`src/rtl/hpt_pkg.sv`:
```
package hpt_pkg;

  typedef enum logic [1:0] {
    ST_OK     = 2'd0,
    ST_MISS   = 2'd1,
    ST_PROT   = 2'd2,
    ST_NOEXEC = 2'd3
  } walk_status_e;

  typedef enum logic [2:0] {
    S_IDLE, S_REQ0, S_RSP0, S_REQ1, S_RSP1, S_EVAL, S_WRITE, S_FINISH
  } walk_state_e;

  localparam logic [31:0] AGREE_MASK = 32'hFFFF_F07B;
  localparam logic [31:0] REF_FLAG   = 32'h0000_0100;
  localparam logic [31:0] CHG_FLAG   = 32'h0000_0080;
  localparam logic [31:0] SEC_HASH_MASK = 32'h01FF_FFC0;

  function automatic logic f_key(input logic usr_key, input logic sup_key, input logic user);
    return (usr_key & user) | (sup_key & ~user);
  endfunction

  function automatic logic [31:0] f_hash_first(input logic [18:0] vsid_lo, input logic [15:0] pidx);
    return {7'b0, vsid_lo ^ {3'b0, pidx}, 6'b0};
  endfunction

  function automatic logic [31:0] f_hash_second(input logic [31:0] h);
    return ~h & SEC_HASH_MASK;
  endfunction

  function automatic logic [31:0] f_group(input logic [15:0] base_hi, input logic [8:0] size,
                                          input logic [31:0] h);
    return {base_hi, 16'b0} | (h & {7'b0, size, 16'hFFC0});
  endfunction

  function automatic logic [31:0] f_tag(input logic [23:0] vsid, input logic [15:0] pidx);
    return {1'b0, vsid, 1'b0, pidx[15:10]};
  endfunction

  // returns {write, read}
  function automatic logic [1:0] f_access(input logic key, input logic [1:0] pp);
    if (!key) return {pp != 2'd3, 1'b1};
    case (pp)
      2'd0:    return 2'b00;
      2'd2:    return 2'b11;
      default: return 2'b01;
    endcase
  endfunction

endpackage

```
`src/rtl/hpt_addr_gen.sv`:
```
module hpt_addr_gen
  import hpt_pkg::*;
#(
  parameter int IDX_W = 3
) (
  input  logic [23:0]      vsid,
  input  logic [15:0]      pidx,
  input  logic [15:0]      base_hi,
  input  logic [8:0]       size,
  input  logic             second,
  input  logic [IDX_W-1:0] idx,
  input  logic             word_hi,
  output logic [31:0]      tag,
  output logic [31:0]      entry_addr
);
  localparam int ENTRY_SHIFT = 3;

  logic [31:0] h_first, h_sel, grp;

  always_comb begin
    h_first    = f_hash_first(vsid[18:0], pidx);
    h_sel      = second ? f_hash_second(h_first) : h_first;
    grp        = f_group(base_hi, size, h_sel);
    tag        = f_tag(vsid, pidx);
    entry_addr = grp + (32'(idx) << ENTRY_SHIFT) + (word_hi ? 32'd4 : 32'd0);
  end
endmodule

```
`src/rtl/hpt_entry_eval.sv`:
```
module hpt_entry_eval
  import hpt_pkg::*;
(
  input  logic [31:0] first_word,
  input  logic        second,
  input  logic [31:0] tag,
  input  logic [31:0] kept,
  input  logic [31:0] cand,
  input  logic        key,
  input  logic        is_store,
  output logic        qualifies,
  output logic        disagree,
  output logic        acc_r,
  output logic        acc_w,
  output logic        granted,
  output logic        eff_w,
  output logic [31:0] updated,
  output logic        changed
);
  logic [1:0] acc;

  always_comb begin
    qualifies = first_word[31] && (first_word[6] == second) &&
                ((first_word & 32'h7FFF_FFBF) == tag);
    disagree  = ((kept ^ cand) & AGREE_MASK) != 32'd0;
    acc       = f_access(key, kept[1:0]);
    acc_r     = acc[0];
    acc_w     = acc[1];
    granted   = is_store ? acc_w : acc_r;
    updated   = kept | REF_FLAG | ((is_store && granted) ? CHG_FLAG : 32'd0);
    eff_w     = acc_w && (kept[7] || (is_store && granted));
    changed   = updated != kept;
  end
endmodule

```
`src/rtl/hpt_walker.sv`:
```
module hpt_walker
  import hpt_pkg::*;
#(
  parameter int GROUP_ENTRIES = 8,
  parameter int SEG_COUNT     = 16
) (
  input  logic                    clk,
  input  logic                    rst_n,
  input  logic                    start_i,
  input  logic [19:0]             ea_page_i,
  input  logic                    fetch_i,
  input  logic                    write_i,
  input  logic                    user_i,
  input  logic [SEG_COUNT*32-1:0] seg_table_i,
  input  logic [31:0]             table_cfg_i,
  output logic                    mem_req_valid_o,
  input  logic                    mem_req_ready_i,
  output logic                    mem_req_write_o,
  output logic [31:0]             mem_req_addr_o,
  output logic [31:0]             mem_req_wdata_o,
  input  logic                    mem_rsp_valid_i,
  input  logic [31:0]             mem_rsp_rdata_i,
  output logic                    busy_o,
  output logic                    done_o,
  output logic [1:0]              status_o,
  output logic [19:0]             rpn_o,
  output logic                    perm_read_o,
  output logic                    perm_write_o
);
  localparam int IDX_W = $clog2(GROUP_ENTRIES);
  localparam int SEG_W = $clog2(SEG_COUNT);
  localparam logic [IDX_W-1:0] LAST_IDX = IDX_W'(GROUP_ENTRIES - 1);

  walk_state_e  state_q;
  logic [23:0]  vsid_q;
  logic [15:0]  pidx_q;
  logic [15:0]  base_q;
  logic [8:0]   size_q;
  logic         key_q, wr_q, pass_q, cont_q;
  logic [IDX_W-1:0] idx_q, good_q;
  logic         have_q, bad_q;
  logic [31:0]  keep_q, wb_q;
  walk_status_e status_q, prim_q;
  logic [19:0]  rpn_q;
  logic         pr_q, pw_q;

  // selected descriptor and observable events
  logic [31:0] seg_sel;
  logic        rsp_wait, req_fire, last_entry, grp_ok, cont_c;
  logic        unused_bits;
  walk_status_e gres;

  assign seg_sel     = seg_table_i[32*int'(ea_page_i[19 -: SEG_W]) +: 32];
  assign unused_bits = ^{seg_sel[27:24], table_cfg_i[15:9]};
  assign rsp_wait    = (state_q == S_RSP0) || (state_q == S_RSP1);
  assign last_entry  = (idx_q == LAST_IDX);

  logic [31:0] tag, entry_addr;
  hpt_addr_gen #(.IDX_W(IDX_W)) u_addr (
    .vsid      (vsid_q),
    .pidx      (pidx_q),
    .base_hi   (base_q),
    .size      (size_q),
    .second    (pass_q),
    .idx       (state_q == S_WRITE ? good_q : idx_q),
    .word_hi   (state_q == S_REQ1 || state_q == S_WRITE),
    .tag       (tag),
    .entry_addr(entry_addr)
  );

  logic qualifies, disagree, acc_r, acc_w, granted, eff_w, changed;
  logic [31:0] updated;
  hpt_entry_eval u_eval (
    .first_word(mem_rsp_rdata_i),
    .second    (pass_q),
    .tag       (tag),
    .kept      (keep_q),
    .cand      (mem_rsp_rdata_i),
    .key       (key_q),
    .is_store  (wr_q),
    .qualifies (qualifies),
    .disagree  (disagree),
    .acc_r     (acc_r),
    .acc_w     (acc_w),
    .granted   (granted),
    .eff_w     (eff_w),
    .updated   (updated),
    .changed   (changed)
  );

  always_comb begin
    mem_req_valid_o = (state_q == S_REQ0) || (state_q == S_REQ1) || (state_q == S_WRITE);
    mem_req_write_o = (state_q == S_WRITE);
    mem_req_addr_o  = entry_addr;
    mem_req_wdata_o = (state_q == S_WRITE) ? wb_q : 32'd0;
    req_fire        = mem_req_valid_o && mem_req_ready_i;
    grp_ok          = have_q && !bad_q;
    if (!grp_ok)      gres = ST_MISS;
    else if (granted) gres = ST_OK;
    else              gres = ST_PROT;
    cont_c          = !pass_q && (gres != ST_OK);
  end

  always_ff @(posedge clk or negedge rst_n) begin
    if (!rst_n) begin
      state_q  <= S_IDLE;
      vsid_q   <= '0;
      pidx_q   <= '0;
      base_q   <= '0;
      size_q   <= '0;
      key_q    <= 1'b0;
      wr_q     <= 1'b0;
      pass_q   <= 1'b0;
      cont_q   <= 1'b0;
      idx_q    <= '0;
      good_q   <= '0;
      have_q   <= 1'b0;
      bad_q    <= 1'b0;
      keep_q   <= '0;
      wb_q     <= '0;
      status_q <= ST_OK;
      prim_q   <= ST_MISS;
      rpn_q    <= '0;
      pr_q     <= 1'b0;
      pw_q     <= 1'b0;
    end else begin
      case (state_q)
        S_IDLE: if (start_i) begin
          vsid_q <= seg_sel[23:0];
          pidx_q <= ea_page_i[15:0];
          base_q <= table_cfg_i[31:16];
          size_q <= table_cfg_i[8:0];
          key_q  <= f_key(seg_sel[29], seg_sel[30], user_i);
          wr_q   <= write_i;
          pass_q <= 1'b0;
          idx_q  <= '0;
          have_q <= 1'b0;
          bad_q  <= 1'b0;
          prim_q <= ST_MISS;
          rpn_q  <= '0;
          pr_q   <= 1'b0;
          pw_q   <= 1'b0;
          if (seg_sel[31]) begin
            status_q <= ST_MISS;
            state_q  <= S_FINISH;
          end else if (fetch_i && seg_sel[28]) begin
            status_q <= ST_NOEXEC;
            state_q  <= S_FINISH;
          end else begin
            state_q  <= S_REQ0;
          end
        end
        S_REQ0: if (req_fire) state_q <= S_RSP0;
        S_RSP0: if (mem_rsp_valid_i) begin
          if (qualifies) state_q <= S_REQ1;
          else if (last_entry) state_q <= S_EVAL;
          else begin
            idx_q   <= idx_q + 1'b1;
            state_q <= S_REQ0;
          end
        end
        S_REQ1: if (req_fire) state_q <= S_RSP1;
        S_RSP1: if (mem_rsp_valid_i) begin
          if (!have_q) begin
            have_q <= 1'b1;
            keep_q <= mem_rsp_rdata_i;
            good_q <= idx_q;
          end
          if (have_q && disagree) begin
            bad_q   <= 1'b1;
            state_q <= S_EVAL;
          end else if (last_entry) begin
            state_q <= S_EVAL;
          end else begin
            idx_q   <= idx_q + 1'b1;
            state_q <= S_REQ0;
          end
        end
        S_EVAL: begin
          if (grp_ok) begin
            rpn_q <= keep_q[31:12];
            pr_q  <= acc_r;
            pw_q  <= eff_w;
            wb_q  <= updated;
          end
          if (!pass_q) begin
            if (gres == ST_OK) status_q <= ST_OK;
            else prim_q <= gres;
          end else begin
            status_q <= (gres != ST_MISS) ? gres : prim_q;
          end
          cont_q <= cont_c;
          if (grp_ok && changed) state_q <= S_WRITE;
          else if (cont_c) begin
            pass_q  <= 1'b1;
            idx_q   <= '0;
            have_q  <= 1'b0;
            bad_q   <= 1'b0;
            state_q <= S_REQ0;
          end else state_q <= S_FINISH;
        end
        S_WRITE: if (req_fire) begin
          if (cont_q) begin
            pass_q  <= 1'b1;
            idx_q   <= '0;
            have_q  <= 1'b0;
            bad_q   <= 1'b0;
            state_q <= S_REQ0;
          end else state_q <= S_FINISH;
        end
        S_FINISH: state_q <= S_IDLE;
        default:  state_q <= S_IDLE;
      endcase
    end
  end

  assign busy_o       = (state_q != S_IDLE);
  assign done_o       = (state_q == S_FINISH);
  assign status_o     = status_q;
  assign rpn_o        = rpn_q;
  assign perm_read_o  = pr_q;
  assign perm_write_o = pw_q;

endmodule

```
`config.mk`:
```
export PLATFORM = sky130hd
export DESIGN_NAME = hpt_walker
export DESIGN_NICKNAME = d
export VERILOG_FILES = /design/src/rtl/hpt_pkg.sv /design/src/rtl/hpt_addr_gen.sv /design/src/rtl/hpt_entry_eval.sv /design/src/rtl/hpt_walker.sv
export SDC_FILE = /design/constraint.sdc
export NUM_CORES = 1
export LEC_CHECK = 0
export BUFFER_PORTS_ARGS = -buffer_cell sky130_fd_sc_hd__buf_4
export CAP_MARGIN = 20
export CORE_AREA = 2 2 273 275
export CTS_BUF_LIST = sky130_fd_sc_hd__clkbuf_4 sky130_fd_sc_hd__clkbuf_8 sky130_fd_sc_hd__clkbuf_16
export CTS_CLUSTER_DIAMETER = 60
export DETAILED_ROUTE_END_ITERATION = 8
export DIE_AREA = 0 0 275 277
export SLEW_MARGIN = 5
export SYNTH_ARGS = -nofsm -noshare
export SYNTH_HDL_FRONTEND = slang
export SYNTH_SLANG_ARGS = --single-unit
```
`constraint.sdc`:
```
create_clock -name clk -period 2.25 [get_ports clk]
set_input_delay 0.45 -clock clk [delete_from_list [all_inputs] [get_ports clk]]
set_output_delay 0.45 -clock clk [all_outputs]
set_load 0.005 [all_outputs]
```
# Word level (Yosys, flattened, before mapping)

Index checks and enable logic that the tools add are counted.

Flip-flop bits (word level): 170
Input bits: 604
Word-level logic and storage cells: 172

Add/subtract/negate cells: 3
Eq/ne operators: 31
Shift operators: 1
Multiplexer cells: 69
Bitwise logic cells: 11
Reductions and logical operators: 37

Operator list:

| cell                 | number |
|---|---|
| $shiftx A512 B10 Y32 | 1 |
| $mux W3              | 26 |
| $or A32 B32 Y32      | 2 |
| $mux W20             | 2 |
| $pmux W20 S2         | 1 |
| $add A32 B3 Y32      | 1 |
| $add A32 B6 Y32      | 1 |
| $and A32 B25 Y32     | 1 |
| $mux W32             | 1 |
| $ne A32 B32 Y1       | 1 |
| $reduce_bool A32 Y1  | 1 |
| $xor A32 B32 Y32     | 1 |
| $eq A30 B30 Y1       | 1 |
| $ne A2 B2 Y1 const B | 13 |
| $mux W25             | 1 |
| $not A25 Y25         | 1 |
| $mux W2              | 12 |
| $pmux W3 S8          | 1 |
| $xor A19 B16 Y19     | 1 |
| $eq A3 B3 Y1 const B | 5 |
| $mux W1              | 15 |
| $pmux W3 S5          | 1 |
| $pmux W2 S2          | 3 |
| $reduce_and A6 Y1    | 2 |
| 29 further kinds     | 57 |

# Depth between registers and ports, before layout

Gate-level depths: netlist of run 1.

Word-level depth: 11
Mapped depth: 10

# By module

Synthesis of run 1 repeated with hierarchy kept, for this count alone.

Cell total of the unflattened synthesis: 1,049
Area total of the unflattened synthesis: 12,102.9 um2

Modules (own cells, without submodules):

| module         | instances | cells an instance | area each (um2) | sequential area each (um2) |
|---|---|---|---|---|
| hpt_walker     | 1         | 844               | 10,401.2        | 4,255.3 |
| hpt_entry_eval | 1         | 119               | 929.6           | 0.0 |
| hpt_addr_gen   | 1         | 86                | 772.0           | 0.0 |

# Worst setup path before layout of run 1

No wires, ideal clock.

Path type: input-to-reg
From: input port ea_page_i[16]
To: register status_q[0], in the netlist status_o[0]
Library setup time: 127 ps
Arrival: 2,415 ps
Data required time: 2,123 ps
Slack: -292 ps
Stages: 7
Buffers on the path: 2
Cells stage by stage: buf_6 > buf_6 > mux4_2 > mux4_2 > nor4_2 > a21o_1 > mux2_1

Word-level cells in the longest chain between the ends: 4
Elaborated cells on any way between the ends: 7
Classes of those cells: eq/ne: 1; shift: 1; mux: 3; reduce/logical: 2

Ends and longest elaborated chain:

| element                                          | RTL line                             | source |
|---|---|---|
| start: declaration                               | hpt_walker.sv:10                     | `input logic [19:0] ea_page_i,` |
| $shiftx A512 B10 Y32 (*)                         | hpt_walker.sv:53                     | `assign seg_sel = seg_table_i[32*int'(ea_page_i[19 -: SEG_W]) +: 32];` |
| $mux W2 or $logic_and A1 B1 Y1 (tied branches)   | hpt_walker.sv:143, hpt_walker.sv:146 |  |
| $mux W2 or $ne A3 B3 Y1 (tied branches)          | n/a                                  |  |
| $pmux W2 S2 or $reduce_and A4 Y1 (tied branches) | n/a                                  |  |
| end signal: assignment                           | hpt_walker.sv:190                    | `status_q <= (gres != ST_MISS) ? gres : prim_q;` |
| end: declaration                                 | hpt_walker.sv:43                     | `walk_status_e status_q, prim_q;` |

Mark *: on every way between the ends. The rest lies on a longest branch, timed or not. The select of a mux whose other input is x is not followed.
A chain may end at the register's enable or synchronous reset.

# Worst setup path after layout of run 1

From: register vsid_q[1]
To: register idx_q[0]

Word-level cells in the longest chain between the ends: 4

Ends and longest elaborated chain:

| element                             | RTL line             | source |
|---|---|---|
| start: declaration                  | hpt_walker.sv:35     | `logic [23:0] vsid_q;` |
| start signal: assignment            | hpt_walker.sv:129    | `vsid_q <= seg_sel[23:0];` |
| $eq A30 B30 Y1                      | hpt_entry_eval.sv:24 | `((first_word & 32'h7FFF_FFBF) == tag);` |
| $logic_and A1 B1 Y1                 | hpt_entry_eval.sv:23 | `qualifies = first_word[31] && (first_word[6] == second) &&` |
| $ne A2 B2 Y1 (no source line)       | n/a                  |  |
| $reduce_and A10 Y1 (no source line) | n/a                  |  |
| end signal: assignment              | hpt_walker.sv:158    | `idx_q <= idx_q + 1'b1;` |
| end signal: assignment              | hpt_walker.sv:175    | `idx_q <= idx_q + 1'b1;` |
| end: declaration                    | hpt_walker.sv:40     | `logic [IDX_W-1:0] idx_q, good_q;` |

Every way passes these cells.

==> results of run 1 <==
## per-layer routing
| layer | routed length (um) | global-route usage | vias up |
|---|---|---|---|
| met4 | 1726 | 0.04407 | 10 |
| li1 | - | - | 5093 |
| met5 | 69 | 0 | - |
| met1 | 30290 | 0.2381 | 5642 |
| met2 | 36100 | 0.3262 | 513 |
| met3 | 4282 | 0.04231 | 111 |
## registers in the layout (all words and copies together) (netlist names)
| name | cells |
|---|---|
| perm_read_o | 1 |
| wr_q | 1 |
| idx_q | 3 |
| pidx_q | 16 |
| keep_q | 32 |
| key_q | 1 |
| cont_q | 1 |
| status_o | 2 |
| pass_q | 1 |
| state_q | 3 |
| perm_write_o | 1 |
| vsid_q | 24 |
| prim_q | 2 |
| good_q | 3 |
| have_q | 1 |
| size_q | 9 |
| rpn_o | 20 |
| bad_q | 1 |
| base_q | 16 |
| wb_q | 32 |
## path summary, 6_finish.rpt
kind	start	endpoint	slack, ns	cells past startpoint
max in group asynchronous	rst_n	vsid_q[16]$_DFFE_PN0P_	0.97	3
setup / recovery	vsid_q[1]$_DFFE_PN0P_	idx_q[0]$_DFFE_PN0P_	0.05	8
hold reg to reg	wb_q[22]$_DFFE_PN0P_	wb_q[22]$_DFFE_PN0P_	0.47	2
hold / removal	ea_page_i[9]	pidx_q[9]$_DFFE_PN0P_	0.14	3
setup reg to reg	vsid_q[1]$_DFFE_PN0P_	idx_q[0]$_DFFE_PN0P_	0.05	8
min in group asynchronous	rst_n	wb_q[21]$_DFFE_PN0P_	0.50	2
## worst max-delay path: stages (launching register included)
cell and delay (ns):
dfrtp_1 0.41, xnor2_1 0.14, buf_4 0.14, nand4_1 0.13, nor4_2 0.33, nand2_1 0.16
or3_4 0.36, nand3_2 0.11, mux2_4 0.30
## cell families after synthesis
family / Yosys count / synth area share
fa+ha+maj: 2 / 0.002201
flops: 170 / 0.3744
mux: 184 / 0.3181
compound gates: 70 / 0.04535
xor+xnor: 93 / 0.07166
buf+inv: 95 / 0.03699
other cells: 1 / 0.0003299
simple gates: 403 / 0.1509
## power groups by stage
| stage | sequential [uW] | combinational (uW) | clock, uW |
|---|---|---|---|
| after CTS | 5530 | 9220 | 3320 |
| after global routing | 5680 | 10000 | 3430 |
| after floorplan | 5200 | 4310 | 0 |
| after detailed placement | 5570 | 8990 | 0 |
| final | 5490 | 9160 | 3200 |
| after global placement | 5540 | 8950 | 0 |
## through the flow
step | total power, uW | setup WS, ns
3_5_place_dp | 14560 | -0.5487
2_1_floorplan | 9510 | -0.1579
4_1_cts | 18080 | 0.0009589
5_1_grt | 19130 | -0.09437
6_report | 17850 | 0.05297
3_3_place_gp | 14490 | -0.5436
## cell type report
| type | instances | area, um2 | share of cell area |
|---|---|---|---|
| sequential | 170 | 4269 | 0.2236 |
| clock buffer | 18 | 439.2 | 0.02300 |
| antenna | 8 | 20.02 | 0.001048 |
| multi-input combinational | 754 | 6892 | 0.3609 |
| timing repair buffer | 779 | 6082 | 0.3185 |
| tap | 969 | 1212 | 0.06350 |
| clock inverter | 13 | 156.4 | 0.008191 |
| inverter | 6 | 22.52 | 0.001180 |
## cells in the mapped netlist, drive strengths merged, types with 3 or more instances
library cell  instances
nand4                13
nor3                  5
nand2b                8
nand3                 3
clkbuf               55
nor4                  5
o22ai                 3
o21ai                13
nand2               313
a21o                 11
and2                  3
mux4                138
a22o                 21
inv                   6
mux2i                 8
nor2b                 5
a21oi                 5
dfrtp               169
xnor2                80
nor2                 10
xor2                 13
buf                  34
mux2                 38
and3                 33
## cell usage in the layout (no fill, tap or decap), drive strengths merged, types with 5 or more instances in the layout
cell,n
nand4,13
dfrtp,169
a21oi,5
buf,776
a21o,11
inv,13
mux2i,8
o21ai,13
nor2b,5
a22o,21
mux4,138
nand2b,8
nor4,5
clkbuf,20
nor2,10
nor3,5
nand2,313
xor2,13
diode,8
mux2,38
xnor2,80
and3,33
## timing repair
item / 4_1_cts / 5_1_grt
endpoints found under the hold margin: 49 / 0
pin swaps: 5 / 3
resized for setup: 24 / 17
setup endpoints to repair: 50 / 11
setup buffers: 5 / 2
hold buffers: 1 / 0
==> metrics.txt, run 1 <==
status=complete, no violations; Max VDD drop=0.4884 mV; Pint=11060 uW; gr ovfl total=0; Slew Limit Headroom=0.6113; YS warnings=0; Setup-failing EPs final=0; register clock-pin slew on the reported worst setup and hold paths=0.08 ns; Die X-Extent=275 um; Max Cap Viol=0; Post-synth EDFFs=0; dpl hpwl=62520 um; Die Area=0.07618 mm2; Root Buffer=clkbuf_16; H-tree level count=4; clock power share=0.179; Worst Tran Pin Value=0.5750 ns; area grow syn2layout=67.99%; final non-filler cell total=2717; GRT Util Overall=0.1891; Max Buffers Root-to-Sink=2; Post-synth top flop=dfrtp_1; CTS Buf Count=17; post-route ant nets=0; fmax=455.2 MHz; row count=100; I/O pins=696; sw frac=0.3800; placed inst area=0.01822 mm2; Comb pwr share=0.513; Critical Path Sink Type=register; Synth Instances=1018; Netlist cell types=49; Detailed Route WL=72470 um; worst hold path class=input port to register; Hold WS=0.1417 ns; crit-path max FO=2; Setup TNS Final=0 ns; Filler Cells Inserted=7923; via density per instance=4.184; vias in the first global route=11740; critical path required time=2.63 ns; CTS tree=done; NetSw=6782 uW; FFs w/ async S/R, synth=1.000; final hold violation count=0; final period utilization=0.9765; Starting Density=0.1545; top-area cell type share of the netlist area=0.3721; total core area=0.07357 mm2; leakage=0.009145 uW; Die Ht=277 um; min Tclk post-route=2.197 ns; wire per inst=26.67 um; syn_area_per_cell=11.16 um2; Critical Path Start Type=register; layout cells sized above 1=0.5891; Seq/Total Area, Yosys=0.3744; # DRC=0; largest net degree at the start of global routing=59; WP data arrival=2.57 ns; #FFs+latches synth=170; Iter 0 DRT Violations=755; first-pass GRT wire length=96930 um; fin. max-slew vios=0; unrepaired setup endpoints after global routing=true; cell taking the most area after synthesis=dfrtp_1; DR pass1 iterations=7; crit path kind=register to register; sinks on the clock net=170; Pwr per Cell Area=934.7 mW/mm2; synthesized area=0.01137 mm2; PortBufs=622; post-route cell area=0.01909 mm2; clk_lat worst skew=0.49 ns; Via Count=11370; RePlAce Congestion=0.9369; Flop pwr share=0.308; placed insts=2670; clock skew=0.009930 ns; top cells by area, synth=dfrtp_1 (37%), mux4_2 (27%), nand2_1 (10%); final core occ=0.2595; # nets final=2334; initial antenna violation count=52
Power figures use the tool's default switching activity.
==> run 2: changes to the inputs <==
- PLACE_DENSITY: not set -> 0.42
==> metrics.txt, run 2 (same netlist as run 1, synthesis figures left out) <==
Max Cap Viol=0 (unchanged); DR pass1 iterations=5 (-2); crit path kind=register to register; Max Buffers Root-to-Sink=2 (unchanged); CTS tree=done; Root Buffer=clkbuf_16; final hold violation count=0 (unchanged); Pwr per Cell Area=952.0 mW/mm2 (+1.8%); flop2flop setup slack=0.005 ns (-0.05 ns); Die Ht=277 um (unchanged); Setup-failing EPs final=0 (unchanged); critical path required time=2.63 ns (about the same); unrepaired setup endpoints after global routing=true; initial antenna violation count=43 (-17%); Critical Path Start Type=register; leakage=0.009167 uW (+0.24%); Setup TNS Final=0 ns (unchanged); min Tclk post-route=2.245 ns (+0.04810 ns); RePlAce Congestion=0.8456 (-9.7%); vias in the first global route=12180 (+3.7%); most frequent cells in the layout=buf_4 (752), nand2_1 (312), dfrtp_1 (161); H-tree level count=4 (unchanged); CTS Buf Count=17 (unchanged); first-pass GRT wire length=95740 um (-1.2%); crit-path max FO=2 (unchanged); total core area=0.07357 mm2 (unchanged); clock skew=0.01282 ns (+0.002893 ns); via density per instance=4.153 (-0.75%); final non-filler cell total=2719 (+0.074%); critical hold path startpoint=ea_page_i[9]; Worst R2R Path Depth=7 (-1); Worst path max stage delay=0.44 ns (+0.03 ns); largest net degree at the start of global routing=56 (-5.1%); sequence of cells on the critical path=xnor2_1, nand4_1, nor4_2, nand2_1, or3_4, nand3_2, mux2_4; largest registers=keep_q: 32 flops, wb_q: 32 flops, vsid_q: 24 flops; layout cells sized above 1=0.5926 (+0.003555); clk_lat worst skew=0.49 ns (about the same); Die Area=0.07618 mm2 (unchanged); Worst Tran Pin Value=0.5526 ns (-0.02237 ns); RR Startpoint=vsid_q[16]$_DFFE_PN0P_; worst hold endpoint=pidx_q[9]$_DFFE_PN0P_; worst reg2reg endpoint=idx_q[0]$_DFFE_PN0P_; most common cell after layout, fill and taps aside=buf_4; Iter 0 DRT Violations=630 (-17%); Max stage delay cell, worst path=dfrtp_1; placed insts=2665 (-0.19%); worst hold path class=input port to register; Detailed Route WL=70730 um (-2.4%); Slew Limit Headroom=0.6264 (+0.01512); PortBufs=622 (unchanged); register clock-pin slew on the reported worst setup and hold paths=0.08 ns (about the same); gr ovfl total=0 (unchanged); row count=100 (unchanged); wire per inst=26.01 um (-2.5%); GRT Util Overall=0.1840 (-0.005109); dpl hpwl=60700 um (-2.9%); sinks on the clock net=170 (unchanged); Starting Density=0.1545 (unchanged); fin. max-slew vios=0 (unchanged); Via Count=11290 (-0.68%); Die X-Extent=275 um (unchanged); status=complete, no violations; Hold WS=0.1436 ns (+0.001910 ns); worst hold path depth=3 (unchanged); I/O pins=696 (unchanged); Critical Path Sink Type=register; Max VDD drop=0.5058 mV (+3.5%); WP data arrival=2.62 ns (+0.05 ns); area grow syn2layout=68.77%; # DRC=0 (unchanged); final period utilization=0.9978 (+0.02138); CP Launch Point=vsid_q[16]$_DFFE_PN0P_; # nets final=2331 (-0.13%); fmax=445.4 MHz (-2.1%); post-route ant nets=0 (unchanged)
## run 2: cell types whose count changed in the layout (fill, tap and decap cells not counted), sizes merged
cell	before	now
inv	13	14
diode	8	12
clkbuf	20	19
buf	776	773
clkinv	4	5
## run 2: what timing repair did
action / 4_1_cts / 5_1_grt
pin swaps: 7 / 14
hold endpoints to repair: 34 / 0
endpoints found under the setup margin: 58 / 44
gates resized for setup: 38 / 29
buffers inserted: 8 / 3
hold buffers: 1 / 0
## run 2: layer usage
layer / routed length, um / track usage
met1: 29600 / 0.2286
met2: 33450 / 0.2928
met3: 6074 / 0.06859
met4: 1456 / 0.06015
met5: 155 / 0
## run 2: worst max-delay path: cells and delay by family, from the launching register on
| kind | cells | cell delay, ns |
|---|---|---|
| xor gates and xnor gates | 1 | 0.26 |
| DFF | 1 | 0.44 |
| muxes | 1 | 0.30 |
| and+or+nand+nor | 5 | 1.15 |
## run 2: cell type report
cell class	count	area, um2
clock buffers	17	425.4
clock inverters	15	181.4
diodes	12	30.03
repair buffers	776	6053
inverters	6	22.52
multi-input cells	754	6992
flip-flops and latches	170	4265
well taps	969	1212
fillers	7959	54390
## run 2: power by group
part           internal [uW]  switching (uW)  leakage (uW)  total [uW]
registers               4390            1090       0.00216        5480
clock network           1680            1520      0.000302        3210
logic                   5210            4360       0.00670        9570
total                  11300            6980       0.00917       18300
## run 2: worst max path at each step
stage	end	slack (ns)	cells past startpoint
final	idx_q[0]$_DFFE_PN0P_	0.005	7
after global placement	idx_q[0]$_DFFE_PN0P_	-0.51	11
after CTS	mem_req_addr_o[3]	-0.03	5
after detailed placement	idx_q[0]$_DFFE_PN0P_	-0.43	11
after floorplan	status_o[0]$_DFFE_PN0P_	-0.16	7
after global routing	idx_q[0]$_DFFE_PN0P_	-0.09	7
## run 2: metrics by stage
stage          area, um2  power, uW  utilization  worst slack (ns)
5_1_grt            19170      19530       0.2606          -0.08777
4_1_cts            18970      18370       0.2578          -0.02880
3_5_place_dp       18100      14480       0.2461           -0.4310
3_3_place_gp       18100      14440       0.2461           -0.5075
6_report           19180      18260       0.2607          0.004874
2_1_floorplan      11420       9510            -           -0.1579
